--- src/rtl/cfg_port_pkg.sv ---
package cfg_port_pkg;

    localparam int          WORD_W         = 32;
    localparam int          LANES          = WORD_W / 8;
    localparam int          BUSNUM_DWORD   = 6;
    localparam logic [31:0] ADDR_KEEP_MASK = 32'h80FF_FFFC;

    typedef enum logic [1:0] {
        SEL_ADDR = 2'd0,
        SEL_DATA = 2'd1,
        SEL_LINK = 2'd2,
        SEL_RSVD = 2'd3
    } port_sel_e;

    typedef enum logic [1:0] {
        RT_DROP,
        RT_LOCAL,
        RT_TYPE0,
        RT_TYPE1
    } route_e;

    typedef enum logic [1:0] {
        ENG_IDLE,
        ENG_REQ,
        ENG_WAIT
    } eng_state_e;

    typedef struct packed {
        logic       en;
        logic [7:0] bus;
        logic [4:0] dev;
        logic [2:0] func;
        logic [5:0] regn;
    } cfg_target_t;

    typedef struct packed {
        logic [7:0] prim;
        logic [7:0] sec;
        logic [7:0] sub;
    } bus_range_t;

    typedef struct packed {
        logic              type1;
        logic              write;
        logic [7:0]        bus;
        logic [4:0]        dev;
        logic [2:0]        func;
        logic [5:0]        regn;
        logic [WORD_W-1:0] data;
        logic [LANES-1:0]  be;
    } ext_desc_t;

    function automatic logic [WORD_W-1:0] merge_lanes(
        input logic [WORD_W-1:0] old_v,
        input logic [WORD_W-1:0] new_v,
        input logic [LANES-1:0]  be
    );
        logic [WORD_W-1:0] r;
        r = old_v;
        for (int k = 0; k < LANES; k++) begin
            if (be[k]) r[8*k +: 8] = new_v[8*k +: 8];
        end
        return r;
    endfunction

endpackage

--- src/rtl/cfg_route_decode.sv ---
module cfg_route_decode
    import cfg_port_pkg::*;
#(
    parameter int OWN_DEV = 0
) (
    input  logic       en,
    input  logic [7:0] bus,
    input  logic [4:0] dev,
    input  logic [2:0] func,
    input  bus_range_t buses,
    input  logic       link_up,
    output route_e     route
);
    localparam logic [4:0] OWN_DEV_NUM = 5'(OWN_DEV);

    logic own_hit;
    assign own_hit = (bus == buses.prim) && (dev == OWN_DEV_NUM) && (func == 3'd0);

    always_comb begin
        route = RT_DROP;
        if (!en)                                  route = RT_DROP;
        else if (own_hit)                         route = RT_LOCAL;
        else if (!link_up)                        route = RT_DROP;
        else if (bus == buses.sec)                route = RT_TYPE0;
        else if (bus > buses.sec && bus <= buses.sub) route = RT_TYPE1;
    end
endmodule

--- src/rtl/cfg_local_regs.sv ---
module cfg_local_regs
    import cfg_port_pkg::*;
#(
    parameter int NUM_DW = 16
) (
    input  logic              clk,
    input  logic              rst,
    input  logic              wr_en,
    input  logic [5:0]        idx,
    input  logic [WORD_W-1:0] wdata,
    input  logic [LANES-1:0]  be,
    output logic [WORD_W-1:0] rdata,
    output bus_range_t        buses
);
    localparam int IDX_W = (NUM_DW > 1) ? $clog2(NUM_DW) : 1;

    logic [WORD_W-1:0] mem [NUM_DW];
    logic              in_range;

    assign in_range = (int'(idx) < NUM_DW);

    always_ff @(posedge clk) begin
        if (rst) begin
            for (int i = 0; i < NUM_DW; i++) mem[i] <= '0;
        end else if (wr_en && in_range) begin
            mem[idx[IDX_W-1:0]] <= merge_lanes(mem[idx[IDX_W-1:0]], wdata, be);
        end
    end

    assign rdata       = in_range ? mem[idx[IDX_W-1:0]] : '0;
    assign buses.prim  = mem[BUSNUM_DWORD][7:0];
    assign buses.sec   = mem[BUSNUM_DWORD][15:8];
    assign buses.sub   = mem[BUSNUM_DWORD][23:16];
endmodule

--- src/rtl/cfg_ext_engine.sv ---
module cfg_ext_engine
    import cfg_port_pkg::*;
(
    input  logic              clk,
    input  logic              rst,
    input  logic              start,
    input  ext_desc_t         desc_in,
    output logic              req_valid,
    output ext_desc_t         desc_out,
    input  logic              req_ready,
    input  logic              cpl_valid,
    input  logic              cpl_ur,
    input  logic [WORD_W-1:0] cpl_data,
    output logic              busy,
    output logic              done,
    output logic [WORD_W-1:0] rdata
);
    eng_state_e state;

    always_ff @(posedge clk) begin
        if (rst) begin
            state    <= ENG_IDLE;
            desc_out <= '0;
            done     <= 1'b0;
            rdata    <= '0;
        end else begin
            done <= 1'b0;
            case (state)
                ENG_IDLE: if (start) begin
                    desc_out <= desc_in;
                    state    <= ENG_REQ;
                end
                ENG_REQ: if (req_ready) state <= ENG_WAIT;
                ENG_WAIT: if (cpl_valid) begin
                    done  <= 1'b1;
                    rdata <= cpl_ur ? '1 : cpl_data;
                    state <= ENG_IDLE;
                end
                default: state <= ENG_IDLE;
            endcase
        end
    end

    assign req_valid = (state == ENG_REQ);
    assign busy      = (state != ENG_IDLE);


    req_hold_chk: assert property (@(posedge clk) disable iff (rst)
        req_valid && !req_ready |=> req_valid && $stable(desc_out));


    cpl_done_chk: assert property (@(posedge clk) disable iff (rst)
        (state == ENG_WAIT) && cpl_valid |=> done && !busy);


    ur_ones_chk: assert property (@(posedge clk) disable iff (rst)
        (state == ENG_WAIT) && cpl_valid && cpl_ur |=> rdata == '1);
endmodule

--- src/rtl/cfg_port_router.sv ---
module cfg_port_router
    import cfg_port_pkg::*;
#(
    parameter int NUM_DW  = 16,
    parameter int OWN_DEV = 0
) (
    input  logic        clk,
    input  logic        rst,
    input  logic        reg_stb,
    input  logic        reg_we,
    input  logic [1:0]  reg_sel,
    input  logic [31:0] reg_wdata,
    input  logic [3:0]  reg_be,
    output logic        reg_busy,
    output logic        reg_done,
    output logic [31:0] reg_rdata,
    input  logic        link_up,
    output logic        ext_req_valid,
    input  logic        ext_req_ready,
    output logic        ext_req_type1,
    output logic        ext_req_write,
    output logic [7:0]  ext_req_bus,
    output logic [4:0]  ext_req_dev,
    output logic [2:0]  ext_req_func,
    output logic [5:0]  ext_req_regn,
    output logic [31:0] ext_req_data,
    output logic [3:0]  ext_req_be,
    input  logic        ext_cpl_valid,
    input  logic        ext_cpl_ur,
    input  logic [31:0] ext_cpl_data
);
    logic [WORD_W-1:0] addr_q;
    cfg_target_t       tgt;
    bus_range_t        buses;
    route_e            route;
    port_sel_e         sel;
    logic              stb_ok, is_data, loc_wr, eng_start;
    logic              eng_busy, eng_done;
    logic [WORD_W-1:0] eng_rdata, loc_rd;
    logic              loc_done_q;
    logic [WORD_W-1:0] loc_rdata_q;
    ext_desc_t         new_desc, cur_desc;

    assign tgt.en   = addr_q[31];
    assign tgt.bus  = addr_q[23:16];
    assign tgt.dev  = addr_q[15:11];
    assign tgt.func = addr_q[10:8];
    assign tgt.regn = addr_q[7:2];

    assign sel     = port_sel_e'(reg_sel);
    assign stb_ok  = reg_stb && !eng_busy;
    assign is_data = stb_ok && (sel == SEL_DATA);
    assign loc_wr  = is_data && reg_we && (route == RT_LOCAL);
    assign eng_start = is_data && (route == RT_TYPE0 || route == RT_TYPE1);

    cfg_route_decode #(.OWN_DEV(OWN_DEV)) u_decode (
        .en(tgt.en), .bus(tgt.bus), .dev(tgt.dev), .func(tgt.func),
        .buses(buses), .link_up(link_up), .route(route)
    );

    cfg_local_regs #(.NUM_DW(NUM_DW)) u_local (
        .clk(clk), .rst(rst), .wr_en(loc_wr), .idx(tgt.regn),
        .wdata(reg_wdata), .be(reg_be), .rdata(loc_rd), .buses(buses)
    );

    always_comb begin
        new_desc.type1 = (route == RT_TYPE1);
        new_desc.write = reg_we;
        new_desc.bus   = tgt.bus;
        new_desc.dev   = tgt.dev;
        new_desc.func  = tgt.func;
        new_desc.regn  = tgt.regn;
        new_desc.data  = reg_we ? reg_wdata : '0;
        new_desc.be    = reg_we ? reg_be : '1;
    end

    cfg_ext_engine u_engine (
        .clk(clk), .rst(rst), .start(eng_start), .desc_in(new_desc),
        .req_valid(ext_req_valid), .desc_out(cur_desc), .req_ready(ext_req_ready),
        .cpl_valid(ext_cpl_valid), .cpl_ur(ext_cpl_ur), .cpl_data(ext_cpl_data),
        .busy(eng_busy), .done(eng_done), .rdata(eng_rdata)
    );

    always_ff @(posedge clk) begin
        if (rst) begin
            addr_q      <= '0;
            loc_done_q  <= 1'b0;
            loc_rdata_q <= '0;
        end else begin
            loc_done_q <= 1'b0;
            if (stb_ok) begin
                case (sel)
                    SEL_ADDR: begin
                        if (reg_we) addr_q <= reg_wdata & ADDR_KEEP_MASK;
                        loc_done_q  <= 1'b1;
                        loc_rdata_q <= reg_we ? '0 : addr_q;
                    end
                    SEL_LINK: begin
                        loc_done_q  <= 1'b1;
                        loc_rdata_q <= reg_we ? '0 : {{(WORD_W-1){1'b0}}, link_up};
                    end
                    SEL_DATA: begin
                        if (route == RT_LOCAL) begin
                            loc_done_q  <= 1'b1;
                            loc_rdata_q <= reg_we ? '0 : loc_rd;
                        end else if (route == RT_DROP) begin
                            loc_done_q  <= 1'b1;
                            loc_rdata_q <= reg_we ? '0 : '1;
                        end
                    end
                    default: begin
                        loc_done_q  <= 1'b1;
                        loc_rdata_q <= '1;
                    end
                endcase
            end
        end
    end

    assign reg_busy      = eng_busy;
    assign reg_done      = loc_done_q | eng_done;
    assign reg_rdata     = eng_done ? eng_rdata : loc_rdata_q;
    assign ext_req_type1 = cur_desc.type1;
    assign ext_req_write = cur_desc.write;
    assign ext_req_bus   = cur_desc.bus;
    assign ext_req_dev   = cur_desc.dev;
    assign ext_req_func  = cur_desc.func;
    assign ext_req_regn  = cur_desc.regn;
    assign ext_req_data  = cur_desc.data;
    assign ext_req_be    = cur_desc.be;


    ext_route_chk: assert property (@(posedge clk) disable iff (rst)
        ext_req_valid |-> (ext_req_bus >= buses.sec) && (ext_req_bus <= buses.sub)
                          && (ext_req_type1 == (ext_req_bus != buses.sec)));


    link_gate_chk: assert property (@(posedge clk) disable iff (rst)
        $rose(ext_req_valid) |-> $past(link_up));


    no_cycle_chk: assert property (@(posedge clk) disable iff (rst)
        reg_stb && !reg_busy && (reg_sel != 2'd1) |=> reg_done && !ext_req_valid);


    drop_fast_chk: assert property (@(posedge clk) disable iff (rst)
        reg_stb && !reg_busy && (reg_sel == 2'd1) && !addr_q[31] |=> reg_done && !reg_busy);
endmodule

--- config.mk ---
export PLATFORM = sky130hd
export DESIGN_NAME = cfg_port_router
export DESIGN_NICKNAME = d
export VERILOG_FILES = /design/src/rtl/cfg_port_pkg.sv /design/src/rtl/cfg_route_decode.sv /design/src/rtl/cfg_local_regs.sv /design/src/rtl/cfg_ext_engine.sv /design/src/rtl/cfg_port_router.sv
export SDC_FILE = /design/constraint.sdc
export NUM_CORES = 1
export LEC_CHECK = 0
export BUFFER_PORTS_ARGS = -buffer_cell sky130_fd_sc_hd__buf_4
export CAP_MARGIN = 20
export CORE_MARGIN = 3
export CORE_UTILIZATION = 63
export CTS_BUF_LIST = sky130_fd_sc_hd__clkbuf_4
export DETAILED_ROUTE_END_ITERATION = 7
export PLACE_DENSITY = 0.82
export SLEW_MARGIN = 10
export SYNTH_ARGS = -nofsm -noshare
export SYNTH_HDL_FRONTEND = slang
export SYNTH_HIERARCHICAL = 1
export SYNTH_SLANG_ARGS = --single-unit
--- constraint.sdc ---
create_clock -name clk -period 5.25 [get_ports clk]
set_input_delay 1.05 -clock clk [delete_from_list [all_inputs] [get_ports clk]]
set_output_delay 1.05 -clock clk [all_outputs]
set_load 0.02 [all_outputs]
* After elaboration in Yosys (flattened, before gate mapping) *
Memory sizes are Yosys's and may differ from the RTL's. A register that Yosys moved wholly into a read port is not among the register bits.
Cells that the tools add are included.
Widths: inputs -> output; s select.

word-level totals
  bits in latches = 0
  logic and storage cells = 106
  memory bits (read-only) = 0
  register bits = 151
  RAM bits = 512
  output and inout port bits = 95
  memories = 1

memories
  memory       depth  bits a word  rd ports  clocked after memory_dff  write ports  RTL line              RTL
  u_local.mem  16     32           2         1                         16           cfg_local_regs.sv:17  logic [WORD_W-1:0] mem [NUM_DW];

operators by class
  shift operators = 0
  $add $sub $neg = 0
  $lt $le $gt $ge = 3
  bitwise logic cells = 3
  equal/unequal tests = 13
  multiply operators = 0
  divide/modulo/power cells = 0
  reductions and logical operators = 25
  mux-type cells = 47

operator list
  kind                number
  $mux 32             10
  $mux 8              12
  $pmux 32 s3         1
  $reduce_or 32->1    1
  $eq 8x8->1          2
  $mux 2              8
  $mux 4              4
  $mux 1              11
  $logic_and 1x1->1   9
  $eq 2x2->1 const B  4
  $gt 8x8->1          1
  $le 8x8->1          1
  $eq 2x1->1 const B  3
  $logic_not 2->1     3
  $lt 6x5->1 const B  1
  $pmux 2 s3          1
  $reduce_and 2->1    3
  $reduce_and 3->1    2
  $logic_not 5->1     1
  $ne 2x2->1 const B  2
  $reduce_or 2->1     2
  $logic_not 3->1     1
  $ne 3x1->1 const B  1
  $ne 2x1->1 const B  1
  other kinds (5)     6

* Longest topological paths before layout *
An unclocked memory read counts as a cell.

  word-level depth = 16
  depth in mapped cells = 16
  gate-level depth less buffers = 13

* Hierarchy *
The synthesis kept the hierarchy.

by module, submodules not included
  module            times used  cells each  area each (µm²)  sequential area each (µm²)
  cfg_local_regs    1           1522        22923.2          15374.7
  cfg_ext_engine    1           415         4344.2           1901.8
  cfg_port_router   1           374         3078.0           1121.1
  cfg_route_decode  1           72          544.3            0.0

* Least setup slack after synthesis *
Ideal clock, no wire load.

  path type = reg-to-reg
  start point = memory u_local.mem[6][9]
  end point = memory u_local.mem[7][0] (enable)
  slack = 1.233 ns
  required time = 4.856 ns
  buffers on the path = 2
  library setup time = 0.394 ns
  arrival time = 3.623 ns
  stages on the path, launching flop included = 16
  cell sequence = edfxtp_1 buf_4 inv_1 ha_1 nor2b_1 o211ai_1 a21oi_1 o221ai_2 a211oi_1 nand2b_1 clkbuf_1 nor4_1 or4b_4 nor3_4 nand3_1 nand2b_1

RTL lines
  element          RTL line
  start, declared  cfg_local_regs.sv:17

==> results by group <==
Logic synthesis
  – Count of unique library cells instantiated by Yosys: 57
  – Sequential-to-total area share from yosys stat: between 50% and 60%
  – Number of synthesized flops with an enable pin: slightly above 500
  – Synthesis warning total: 6
  – Mapped Cells: between 2000 and 2500
  – Syn_nets: roughly 2500
  – Post-Syn Area: 30900 sq um
  – Synth Register Bits: approximately 660
  – Main synth FF type: edfxtp_1
  – Fraction of registers with async set/reset: 0%
  – Mean post-synth cell area: between 10 and 15 sq um

Setup path
  – CP Launch Type: flip-flop
  – R2R cell count: 14
  – Critical Path End Type: flip-flop
  – Critical-path cell list: ha_1 -> nor2b_1 -> o211ai_1 -> a21oi_1 -> o221ai_2 -> a211oi_1 -> nand2b_1 -> buf_4 -> nor4_1 -> or4b_4 -> nor3_4 -> nand2_1 -> nand2b_1 -> buf_4
  – Crit Path Max Fanout: 33
  – Worst R2R Setup Slack: between 800 and 900 ps
  – Reg2reg end: u_local/mem[13][30]
  – Crit path required time: 5910 ps
  – CP max-delay cell: or4b_4
  – Crit-path max cell delay: between 600 and 700 ps
  – CP arrival: around 5000 ps
  – RR Startpoint: addr_q[17]
  – CP Class: reg -> reg

Clock network
  – Root buf cell: clkbuf_4
  – H-Tree Depth: 4
  – Clock Path Buffers: 3
  – Postcts setup bufs: 0
  – PostCTS Resize Cnt: 0
  – Clock buffer count from CTS: 167
  – CTS Sinks: between 600 and 700
  – Post-CTS Hold Buffers: 0
  – Reg clk slew, reported paths: approximately 70 ps
  – CTS tree: done
  – Skew-Pair Late Insertion Delay: about 1000 ps

Layout
  – Most frequent cells in the layout: nor2_1 (516), edfxtp_1 (512), clkbuf_4 (243)
  – Multi-input combinational cell area: roughly 11000 sq um
  – Filler instances: ~3200
  – Most common cell after layout, fill and taps aside: nor2_1
  – Reg area: 18400 sq um
  – Area grow syn2layout: 11.8%
  – Nets: 2676
  – Final Non-Filler Cells: 3311
  – Layout cells sized above 1: approximately 28%

Job
  – # Max-Cap Violations: 0

Timing
  – Sum of negative setup slack: 0 ps
  – Number of max-slew violations in the final report: 0
  – Least-Margin Pin Slew: ~1000 ps
  – Final Skew: approximately 55 ps
  – RSZ-0062 raised after global routing: no
  – Fmax: 0.228 GHz
  – Min Tclk post-route: between 4000 and 5000 ps
  – Slew HR: between 30 and 40%
  – Period utilization: 83.4%
  – Fin. Hold Viols: 0
  – # setup viols final: 0
  – Hold_ws: approximately 330 ps

Route
  – Initial DRC count: roughly 2700
  – Routed Antenna Nets: 0
  – Top layer in use: met5
  – Wire length per cell: between 20 and 30 um
  – Vias: 21300
  – Wire length on met3: just over 9000 um
  – TritonRoute pass-1 iters: 8
  – Via density: 6.42
  – DR WL met2: roughly 41000 um
  – Post-Route M1 WL: 31300 um
  – DRC viols: 0
  – Wirelength, routed: approximately 85000 um

Power and ir drop
  – Int Pwr: ~8500 uW
  – Reg power frac: between 50% and 60%
  – Peak VDD IR: between 200 and 250 uV
  – Clock power frac: 40.0%
  – P_sw: 2650 uW
  – Switching Share: between 20% and 30%
  – Comb power frac: under 10%
  – PD cells: ~320 nW/um^2
  – Pleak: 0.0123 uW

Global routing
  – Number of antenna violations at the first check in global routing: 4
  – Vias in the first global route: between 20000 and 25000
  – First-pass GRT wire length: 127000 um
  – Grt ovf: 0
  – Largest net degree at the start of global routing: roughly 160
  – GR Util All Layers: around 33%

Run status
  – Status: finished clean

Min path
  – Hold endpoint: addr_q[5]
  – Hold Crit Start: reg_wdata[5]
  – Worst Hold Class: in -> reg
  – Hold path cells: 3

Die
  – Die width: 227 um
  – Die area: around 52000 sq um
  – Starting Density: between 60% and 70%
  – Top Ports: 173
  – Core ar.: a little under 50000 sq um
  – # rows: 80
  – Die Ht: 227 um

Placed design
  – Gpl congestion: 0.930
  – Post-DP HPWL: between 50000 and 60000 um
  – Placed insts: between 3000 and 4000
  – IO Port Bufs: 172
[synthesized netlist by cell type (5+ instances only)]
library cell | count | area (sq um)
edfxtp_1 | 512 | 15400
and2_1 | 34 | 213
a21oi_1 | 62 | 310
o21ai_1 | 24 | 120
nor2b_1 | 7 | 43.8
mux2i_1 | 156 | 1560
buf_2 | 56 | 280
o31a_4 | 10 | 175
buf_6 | 7 | 78.8
buf_4 | 29 | 218
mux4_2 | 128 | 2880
o31a_2 | 53 | 531
mux2_2 | 32 | 360
buf_12 | 5 | 100
nand4_1 | 5 | 31.3
o21ai_0 | 33 | 165
buf_8 | 10 | 150
a211oi_1 | 9 | 67.6
xnor2_1 | 6 | 52.6
nand2b_1 | 175 | 1090
o22ai_1 | 32 | 200
nand3_1 | 27 | 135
ha_1 | 16 | 200
a311oi_1 | 24 | 210
nor2_1 | 517 | 1940
dfxtp_1 | 151 | 3020
clkbuf_1 | 96 | 360
inv_1 | 17 | 63.8
nand2_1 | 71 | 267
o21bai_1 | 32 | 240
[flip-flops by register name (all words and copies together), names as in the netlist]
| signal | flops |
|---|---|
| addr_q | 23 |
| loc_done_q | 1 |
| loc_rdata_q | 32 |
| u_engine/desc_out | 60 |
| u_engine/done | 1 |
| u_engine/rdata | 32 |
| u_engine/state | 2 |
| u_local/mem | 512 |
[critical path: cells and delay by family, from the launching register on]
family                     cells  cell delay [ps]
buffers and inverters          2              640
and+or+nand+nor                7             1900
DFF                            1              510
adders and majority gates      1              320
AOI/OAI and AO/OA              4              650
[power by group through the flow]
stage / Clock (uW) / Sequential [uW] / Combinational [uW]
detailed placement: 0 / 5970 / 804
floorplan: 0 / 5930 / 509
finish: 4460 / 5860 / 828
global placement: 0 / 5960 / 789
global route: 4780 / 5870 / 861
CTS: 4520 / 5860 / 807
[stage by stage]
stage	setup slack, ps	utilization [%]	power [uW]	area [sq um]
after floorplan	1230	-	6440	30900
after global placement	1140	67.3	6740	32300
after detailed placement	937	67.3	6770	32300
after CTS	905	71.8	11200	34500
after global routing	686	71.9	11500	34500
final	869	71.9	11100	34500
[per-layer routing]
layer | up-vias | track usage [%]
li1 | 9154 | -
met5 | - | 0
met2 | 1433 | 52.7
met1 | 10400 | 43.6
met3 | 236 | 8.03
met4 | 2 | 17.4
[worst max-delay path by stage]
stage                                      to  cells after the start  slack, ps         startpoint
after floorplan             u_local/mem[7][0]                     15       1230  u_local/mem[6][9]
after global placement      u_local/mem[7][0]                     14       1140         addr_q[17]
after detailed placement  u_local/mem[13][24]                     14        940         addr_q[17]
after CTS                 u_local/mem[13][30]                     14        900         addr_q[17]
after global routing      u_local/mem[13][30]                     14        690         addr_q[17]
final                     u_local/mem[13][30]                     14        870         addr_q[17]
[final cells by class]
type,instances,share of cell area [%]
Antenna cell,2,0.0145
Clock buffer,243,5.28
Clock inverter,38,0.927
Inverter,18,0.196
Multi-Input combinational cell,1492,32.5
Sequential cell,663,53.3
Tap cell,615,2.23
Timing Repair Buffer,240,5.60
[cell families (layout without fill, tap and decap cells)]
group                      count (synthesis)  after routing  share of synthesized area [%]
AOI/OAI and AO/OA                        288            288                           6.82
muxes                                    316            316                           15.6
xor gates and xnor gates                   8              8                          0.227
adders and majority gates                 16             16                          0.648
DFF                                      663            663                           59.6
other                                      0              2                              0
buffers and inverters                    228            539                           4.20
and+or+nand+nor                          864            864                           13.0
Power figures use the tool's default switching activity.
